[src/rtl/cwin_pkg.sv]
package cwin_pkg;
  typedef enum logic [1:0] {
    ST_IDLE = 2'd0,
    ST_FWD  = 2'd1,
    ST_LOAD = 2'd2
  } win_state_e;

  localparam int unsigned NLANE    = 4;
  localparam int unsigned SEL_LANE = 2;
  localparam int unsigned DATA_OFS = 4;
endpackage

[src/rtl/cwin_decode.sv]
module cwin_decode #(
  parameter int unsigned CFG_AW   = 8,
  parameter int unsigned CAP_BASE = 'h48
) (
  input  logic              req_i,
  input  logic              we_i,
  input  logic              ready_i,
  input  logic [CFG_AW-1:0] addr_i,
  input  logic [3:0]        be_i,
  output logic              hit_ctrl_o,
  output logic              hit_data_o,
  output logic              wr_cap_o,
  output logic              wr_sel_o,
  output logic [3:0]        wr_data_be_o,
  output logic              fwd_req_o
);
  import cwin_pkg::*;

  localparam logic [CFG_AW-1:0] CTRL_ADDR = CFG_AW'(CAP_BASE);
  localparam logic [CFG_AW-1:0] DATA_ADDR = CFG_AW'(CAP_BASE + DATA_OFS);

  logic acc_wr;

  assign hit_ctrl_o   = (addr_i == CTRL_ADDR);
  assign hit_data_o   = (addr_i == DATA_ADDR);
  assign acc_wr       = req_i & we_i & ready_i;
  assign wr_cap_o     = acc_wr & (hit_ctrl_o | hit_data_o);
  assign wr_sel_o     = acc_wr & hit_ctrl_o & be_i[SEL_LANE];
  assign wr_data_be_o = be_i & {4{acc_wr & hit_data_o}};
  assign fwd_req_o    = |wr_data_be_o;
endmodule

[src/rtl/cwin_fsm.sv]
module cwin_fsm (
  input  logic clk_i,
  input  logic rst_ni,
  input  logic start_i,
  input  logic fwd_req_i,
  output logic ready_o,
  output logic fwd_phase_o,
  output logic load_en_o
);
  import cwin_pkg::*;

  win_state_e state_q;
  logic       fwd_q;

  always_ff @(posedge clk_i or negedge rst_ni) begin
    if (!rst_ni) begin
      state_q <= ST_IDLE;
      fwd_q   <= 1'b0;
    end else begin
      unique case (state_q)
        ST_IDLE: if (start_i) begin
          state_q <= ST_FWD;
          fwd_q   <= fwd_req_i;
        end
        ST_FWD:  state_q <= ST_LOAD;
        ST_LOAD: begin
          state_q <= ST_IDLE;
          fwd_q   <= 1'b0;
        end
        default: state_q <= ST_IDLE;
      endcase
    end
  end

  assign ready_o     = (state_q == ST_IDLE);
  assign fwd_phase_o = (state_q == ST_FWD) & fwd_q;
  assign load_en_o   = (state_q == ST_LOAD);
endmodule

[src/rtl/cwin_lane.sv]
module cwin_lane #(
  parameter int unsigned SEL_W      = 8,
  parameter int unsigned BANK_BYTES = 160,
  parameter int unsigned LANE       = 0
) (
  input  logic [SEL_W-1:0] sel_i,
  input  logic [7:0]       old_i,
  input  logic [7:0]       wmask_i,
  input  logic [7:0]       w1c_i,
  input  logic [7:0]       data_i,
  output logic             ok_o,
  output logic [7:0]       merged_o,
  output logic [7:0]       reload_o
);
  localparam logic [SEL_W+2:0] LIMIT = (SEL_W+3)'(BANK_BYTES);

  logic [SEL_W+2:0] byte_addr;
  logic [7:0]       kept;

  assign byte_addr = {1'b0, sel_i, 2'(LANE)};
  assign ok_o      = (byte_addr < LIMIT);
  // write mask merge first, then clear-on-one
  assign kept      = (old_i & ~wmask_i) | (data_i & wmask_i);
  assign merged_o  = kept & ~(data_i & w1c_i);
  assign reload_o  = ok_o ? old_i : 8'h00;
endmodule

[src/rtl/cwin_port.sv]
module cwin_port #(
  parameter int unsigned CFG_AW     = 8,
  parameter int unsigned CAP_BASE   = 'h48,
  parameter int unsigned SEL_W      = 8,
  parameter int unsigned BANK_BYTES = 160
) (
  input  logic              clk_i,
  input  logic              rst_ni,
  input  logic              cfg_req_i,
  input  logic              cfg_we_i,
  input  logic [CFG_AW-1:0] cfg_addr_i,
  input  logic [3:0]        cfg_be_i,
  input  logic [31:0]       cfg_wdata_i,
  output logic [31:0]       cfg_rdata_o,
  output logic              cfg_ready_o,
  output logic [SEL_W+1:0]  bank_addr_o,
  input  logic [31:0]       bank_rdata_i,
  input  logic [31:0]       bank_wmask_i,
  input  logic [31:0]       bank_w1cmask_i,
  output logic              bank_we_o,
  output logic [3:0]        bank_be_o,
  output logic [31:0]       bank_wdata_o
);
  import cwin_pkg::*;

  localparam int unsigned SEL_POS = SEL_LANE * 8;

  logic [SEL_W-1:0] sel_q;
  logic [31:0]      data_q;
  logic [31:0]      reload;
  logic [3:0]       lane_ok;
  logic             hit_ctrl, hit_data, wr_cap, wr_sel, fwd_req;
  logic [3:0]       wr_data_be;
  logic             fwd_phase, load_en;

  cwin_decode #(.CFG_AW(CFG_AW), .CAP_BASE(CAP_BASE)) u_dec (
    .req_i        (cfg_req_i),
    .we_i         (cfg_we_i),
    .ready_i      (cfg_ready_o),
    .addr_i       (cfg_addr_i),
    .be_i         (cfg_be_i),
    .hit_ctrl_o   (hit_ctrl),
    .hit_data_o   (hit_data),
    .wr_cap_o     (wr_cap),
    .wr_sel_o     (wr_sel),
    .wr_data_be_o (wr_data_be),
    .fwd_req_o    (fwd_req)
  );

  cwin_fsm u_fsm (
    .clk_i       (clk_i),
    .rst_ni      (rst_ni),
    .start_i     (wr_cap),
    .fwd_req_i   (fwd_req),
    .ready_o     (cfg_ready_o),
    .fwd_phase_o (fwd_phase),
    .load_en_o   (load_en)
  );

  for (genvar k = 0; k < NLANE; k++) begin : g_lane
    cwin_lane #(.SEL_W(SEL_W), .BANK_BYTES(BANK_BYTES), .LANE(k)) u_lane (
      .sel_i    (sel_q),
      .old_i    (bank_rdata_i[8*k +: 8]),
      .wmask_i  (bank_wmask_i[8*k +: 8]),
      .w1c_i    (bank_w1cmask_i[8*k +: 8]),
      .data_i   (data_q[8*k +: 8]),
      .ok_o     (lane_ok[k]),
      .merged_o (bank_wdata_o[8*k +: 8]),
      .reload_o (reload[8*k +: 8])
    );
  end

  always_ff @(posedge clk_i or negedge rst_ni) begin
    if (!rst_ni) begin
      sel_q  <= '0;
      data_q <= '0;
    end else begin
      if (wr_sel) sel_q <= cfg_wdata_i[SEL_POS +: SEL_W];
      for (int k = 0; k < NLANE; k++) begin
        if (wr_data_be[k]) data_q[8*k +: 8] <= cfg_wdata_i[8*k +: 8];
      end
      if (load_en) data_q <= reload;
    end
  end

  assign bank_addr_o = {sel_q, 2'b00};
  assign bank_we_o   = fwd_phase & (|lane_ok);
  assign bank_be_o   = bank_we_o ? lane_ok : 4'b0000;

  always_comb begin
    cfg_rdata_o = '0;
    if (cfg_req_i && !cfg_we_i) begin
      if (hit_ctrl)      cfg_rdata_o[SEL_POS +: SEL_W] = sel_q;
      else if (hit_data) cfg_rdata_o = data_q;
    end
  end
endmodule

[config.mk]
export PLATFORM = sky130hd
export DESIGN_NAME = cwin_port
export DESIGN_NICKNAME = d
export VERILOG_FILES = /design/src/rtl/cwin_pkg.sv /design/src/rtl/cwin_decode.sv /design/src/rtl/cwin_fsm.sv /design/src/rtl/cwin_lane.sv /design/src/rtl/cwin_port.sv
export SDC_FILE = /design/constraint.sdc
export NUM_CORES = 1
export LEC_CHECK = 0
export CAP_MARGIN = 20
export CORE_MARGIN = 2
export CORE_UTILIZATION = 35
export DETAILED_ROUTE_END_ITERATION = 8
export GPL_TIMING_DRIVEN = 1
export PLACE_DENSITY_LB_ADDON = 0.15
export SLEW_MARGIN = 15
export SYNTH_ARGS = -nofsm -noshare
export SYNTH_HDL_FRONTEND = slang
export SYNTH_SLANG_ARGS = --single-unit
[constraint.sdc]
create_clock -name clk_i -period 4.8 [get_ports clk_i]
set_input_delay 0.96 -clock clk_i [delete_from_list [all_inputs] [get_ports clk_i]]
set_output_delay 0.96 -clock clk_i [all_outputs]
set_load 0.02 [all_outputs]
=== Word level (Yosys, flattened, before mapping) ===
Index checks and enable logic that the tools add are counted.

* Add/subtract/negate cells: 0
* Multiply operators: 0
* Div/mod/pow operators: 0
* Magnitude comparators: 4
* Equal/unequal tests: 5
* Shift operators: 0
* Mux-type cells: 19
* Bitwise operators: 38
* Reductions and logical operators: 11

{| class="wikitable"
|+ Operator list
! cell !! number
|-
| bitwise AND 8 bit || 16
|-
| two-way mux 32 bit || 3
|-
| two-way mux 8 bit || 10
|-
| inverter 8 bit || 8
|-
| less-than comparator 10 x 8 -> 1 bit (second input constant) || 4
|-
| bitwise OR 8 bit || 4
|-
| equality test 8 x 7 -> 1 bit (second input constant) || 2
|-
| two-way mux 16 bit || 1
|-
| nonzero test 2 bit || 5
|-
| bitwise AND 1 bit || 8
|-
| OR reduction 4 bit || 2
|-
| bitwise AND 4 bit || 1
|-
| two-way mux 4 bit || 1
|-
| case mux 2 bit (2 select lines) || 1
|-
| equality test 2 x 1 -> 1 bit (second input constant) || 1
|-
| equality test 2 bit (second input constant) || 1
|-
| logical NOT 2 bit || 1
|-
| two-way mux 2 bit || 1
|-
| inequality test 2 bit (second input constant) || 1
|-
| case mux 1 bit (2 select lines) || 1
|-
| AND reduction 2 bit || 1
|-
| logical AND 1 bit || 1
|-
| logical NOT 1 bit || 1
|-
| two-way mux 1 bit || 1
|-
| bitwise OR 1 bit || 1
|}

* Register bits: 43
* Latch bits: 0
* Bits in writable memories: 0
* Bits in read-only memories: 0
* Input bits: 144
* Output and inout port bits: 80
* Word-level logic and storage cells: 84
* Memories kept: 0

=== Logic depth before layout (Yosys ltp) ===
* Word-level depth: 7
* Mapped depth: 6
* Depth with buffers taken out: 3

=== By module ===
Synthesis repeated with hierarchy kept, for this count alone.

* Cell total of the unflattened synthesis: 358
* Area total of the unflattened synthesis: 3193.1 µm²

{| class="wikitable"
|+ By module, submodules not included
! module !! instances !! cells each !! area each (µm²) !! sequential area each (µm²)
|-
| cwin_port || 1 || 219 || 2152.1 || 1001.0
|-
| cwin_lane || 4 || 27 || 192.7 || 0.0
|-
| cwin_decode || 1 || 20 || 142.6 || 0.0
|-
| cwin_fsm || 1 || 11 || 127.6 || 75.1
|}

=== Worst setup path before layout ===
Ideal clock, no wire load.

* Path kind: input -> output
* Start: input port cfg_addr_i[5]
* End: output port cfg_rdata_o[10]
* Data arrival time: 2437 ps
* Data required time: 3840 ps
* Path slack: 1403 ps
* Stages on the path: 5
* Path buffers: 2
* Path through: or4b_4 -> buf_6 -> nor3_1 -> clkbuf_1 -> and2_1

* Word-level cells in the longest chain between the ends: 4
* Elaborated cells between the ends (all ways): 5
* Those cells by class: eq/ne: 2; mux: 3

{| class="wikitable"
|+ Ends and longest elaborated chain
! item !! RTL line !! RTL
|-
| start, declared || cwin_port.sv:11 || <nowiki>input logic [CFG_AW-1:0] cfg_addr_i,</nowiki>
|-
| equality test 8 x 7 -> 1 bit || cwin_decode.sv:25 || <nowiki>assign hit_data_o = (addr_i == DATA_ADDR);</nowiki>
|-
| two-way mux 32 bit || cwin_port.sv:94 || <nowiki>else if (hit_data) cfg_rdata_o = data_q;</nowiki>
|-
| two-way mux 16 bit (*) || cwin_port.sv:93 || <nowiki>if (hit_ctrl) cfg_rdata_o[SEL_POS +: SEL_W] = sel_q;</nowiki>
|-
| two-way mux 32 bit (*) || cwin_port.sv:92 || <nowiki>if (cfg_req_i && !cfg_we_i) begin</nowiki>
|-
| end, declared || cwin_port.sv:14 || <nowiki>output logic [31:0] cfg_rdata_o,</nowiki>
|}

Mark *: on every way between the ends. The rest lies on a longest branch, timed or not.

=== Worst setup path after layout ===
* Start: input port cfg_addr_i[5]
* End: output port cfg_rdata_o[26]

* Word-level cells in the longest chain between the ends: 4
* Elaborated cells between the ends (all ways): 5
* Those cells by class: eq/ne: 2; mux: 3

{| class="wikitable"
|+ Ends and longest elaborated chain
! item !! RTL line
|-
| equality test 8 x 7 -> 1 bit || cwin_decode.sv:25
|-
| two-way mux 32 bit || cwin_port.sv:94
|-
| two-way mux 8 bit (*) || cwin_port.sv:93
|-
| two-way mux 32 bit (*) || cwin_port.sv:92
|}

Marks and branches as above.

==> results.json <==
{
  "layout_commonest_cell": "clkdlybuf4s50_1",
  "end_kind": "output port",
  "grt_max_degree": 65,
  "layout_common_cells": "clkdlybuf4s50_1 (220), a31oi_1 (64), dfrtp_1 (43)",
  "drc": 0,
  "final_core_util": 0.6023,
  "status": "complete, no violations",
  "portBuffers": 221,
  "h-tree-depth": 2,
  "power_frac_comb": 0.340,
  "layout_min_cycle_time_ns": 4.136,
  "p_switching_uw": 302.8,
  "postLayoutSetupSlackWorst_ns": 0.6645,
  "first_global_vias": 3835,
  "timing_worst_setup_path_type": "in -> out",
  "gp_congestion": 0.8304,
  "cts_hold_buffers": 0,
  "cp-start-kind": "primary input",
  "cts_sinks": 43,
  "netlist_area_um2": 3415,
  "finClkSkew_ns": 0.007529,
  "drtIter0Drc": 233,
  "core_um2": 9639,
  "seqCellArea_um2": 1076,
  "arrival_ns": 3.18,
  "finalSetupViolCount": 0,
  "ir_drop_mv": 0.1270,
  "synth_edf_count": 0,
  "cts.repair.resized": 0,
  "nets": 734,
  "post_cts_buffers": 0,
  "clockBufferDepth": 2,
  "power.share.switching": 0.2956,
  "rows": 36,
  "synthCells": 403,
  "firstDrtPassIters": 5,
  "wl_per_cell_um": 18.07,
  "synth.distinct_cells": 34,
  "pre_cts_ws_ns": 0.6408,
  "grt_usage": 0.2376,
  "async_flop_share": 1.000,
  "clock-root-buffer": "clkbuf_8",
  "dieArea_um2": 10560,
  "die_h_um": 102.8,
  "power_leakage_nw": 2.214,
  "ios": 224,
  "fillers": 900,
  "tritoncts": "built",
  "yosysWarnings": 0,
  "synth_area_per_cell_um2": 8.473,
  "max_freq_mhz": 241.8,
  "powerDensity_nw_per_um2": 176.5,
  "drv_cap": 0,
  "vias_per_cell": 5.768,
  "ant_nets": 0,
  "multi_input_area_um2": 2142,
  "hpwl_um": 9265,
  "die_w_um": 102.8,
  "maxSlewHeadroom": 0.4301,
  "totalPowerFinal_mw": 1.024,
  "layout-drive-gt1-share": 0.05922,
  "holdCritPathClass": "reg -> reg",
  "rsz0062_at_grt": "false",
  "required_ns": 3.84,
  "antenna_found_initial": 0,
  "synth-seq-area-share": 0.3151,
  "grt_overflow_total": 0,
  "worst_pin_slew_ns": 0.8528,
  "p_int_uw": 721.6,
  "area_growth_pct": 70.03,
  "path_clk_slew_ns": 0.09,
  "hold_slack_ns": 0.5594,
  "p_seq_frac": 0.409,
  "finalCritPeriodShare": 0.8616,
  "drt-total-wl_um": 13080,
  "grt_pass1_wl_um": 20010,
  "fin_setup_tns_ns": 0,
  "clk_latency_ns": 0.29,
  "synth-main-ff-cell": "dfrtp_1",
  "cts_made_buffers": 5,
  "num_antenna_cells": 0,
  "hold_viol": 0,
  "vias": 4176,
  "slew_violations": 0,
  "crit_fanout": 24,
  "clockPowerShare": 0.251,
  "ys_ff_latch": 43,
  "start_util": 0.3542
}
stage by stage:
stage / instances / instance area (µm²)
finish: 724 / 5806
global route: 724 / 5806
CTS: 723 / 5778
detailed placement: 715 / 5678
global placement: 715 / 5678
floorplan: 404 / 3418
cells in the mapped netlist (all sizes together), types with 5 or more instances:
master	number	share of area
nand4b	8	0.021
or4	32	0.070
mux2i	32	0.094
and2	24	0.044
mux2	8	0.026
nand3	8	0.012
o41ai	32	0.082
inv	5	0.0055
dfrtp	43	0.32
buf	9	0.021
nand2	32	0.035
clkbuf	43	0.048
a21oi	40	0.059
a31oi	64	0.12
logic make-up after synthesis:
group,Yosys count,synth area share
AOI/OAI and AO/OA,140,0.2675
and+or+nand+nor,122,0.2221
buffers and inverters,57,0.07402
DFF,43,0.3151
muxes,40,0.1202
other,1,0.001098
state kept, by name (all words and copies together), names as in the netlist:
name           count
data_q            32
u_fsm.fwd_q        1
u_fsm.state_q      2
sel_q              8
layer usage:
| layer | vias to the layer above | global-route usage | routed length [µm] |
|---|---|---|---|
| li1 | 1968 | - | - |
| met1 | 1983 | 0.3025 | 5216 |
| met2 | 213 | 0.4123 | 6450 |
| met3 | 12 | 0.05898 | 1261 |
| met4 | 0 | 0.04656 | 153 |
| met5 | - | 0 | 0 |
power groups by stage:
stage	clock (mW)	combinational, mW	sequential, mW
2_1_floorplan	0	0.139	0.415
3_3_place_gp	0	0.341	0.425
3_5_place_dp	0	0.347	0.426
4_1_cts	0.264	0.348	0.419
5_1_grt	0.283	0.375	0.423
6_report	0.257	0.348	0.419
layout make-up:
type                       instances  area share
inverter                           5    0.003233
clock buffer                       8     0.01724
multi-input combinational        304      0.3690
tap                              133     0.02866
sequential                        43      0.1853
timing repair buffer             231      0.3966
worst max-delay path, stage by stage:
cell and delay [ns]:
clkdlybuf4s50_1 0.43, or4b_4 0.55, nor3_2 0.17, buf_4 0.27
and2_1 0.17, clkdlybuf4s50_1 0.62
worst paths after layout:
kind	start	endpoint	slack [ns]	cells past startpoint
worst max-delay path	cfg_addr_i[5]	cfg_rdata_o[26]	0.66	6
worst min-delay path	sel_q[1]	sel_q[1]	0.56	1
worst max register to register	u_fsm.state_q[1]	data_q[5]	2.49	3
worst min register to register	sel_q[1]	sel_q[1]	0.56	1
max in group asynchronous	rst_ni	data_q[10]	3.62	2
min in group asynchronous	rst_ni	u_fsm.state_q[1]	0.66	1
No activity file was read; power rests on OpenSTA's default activity.
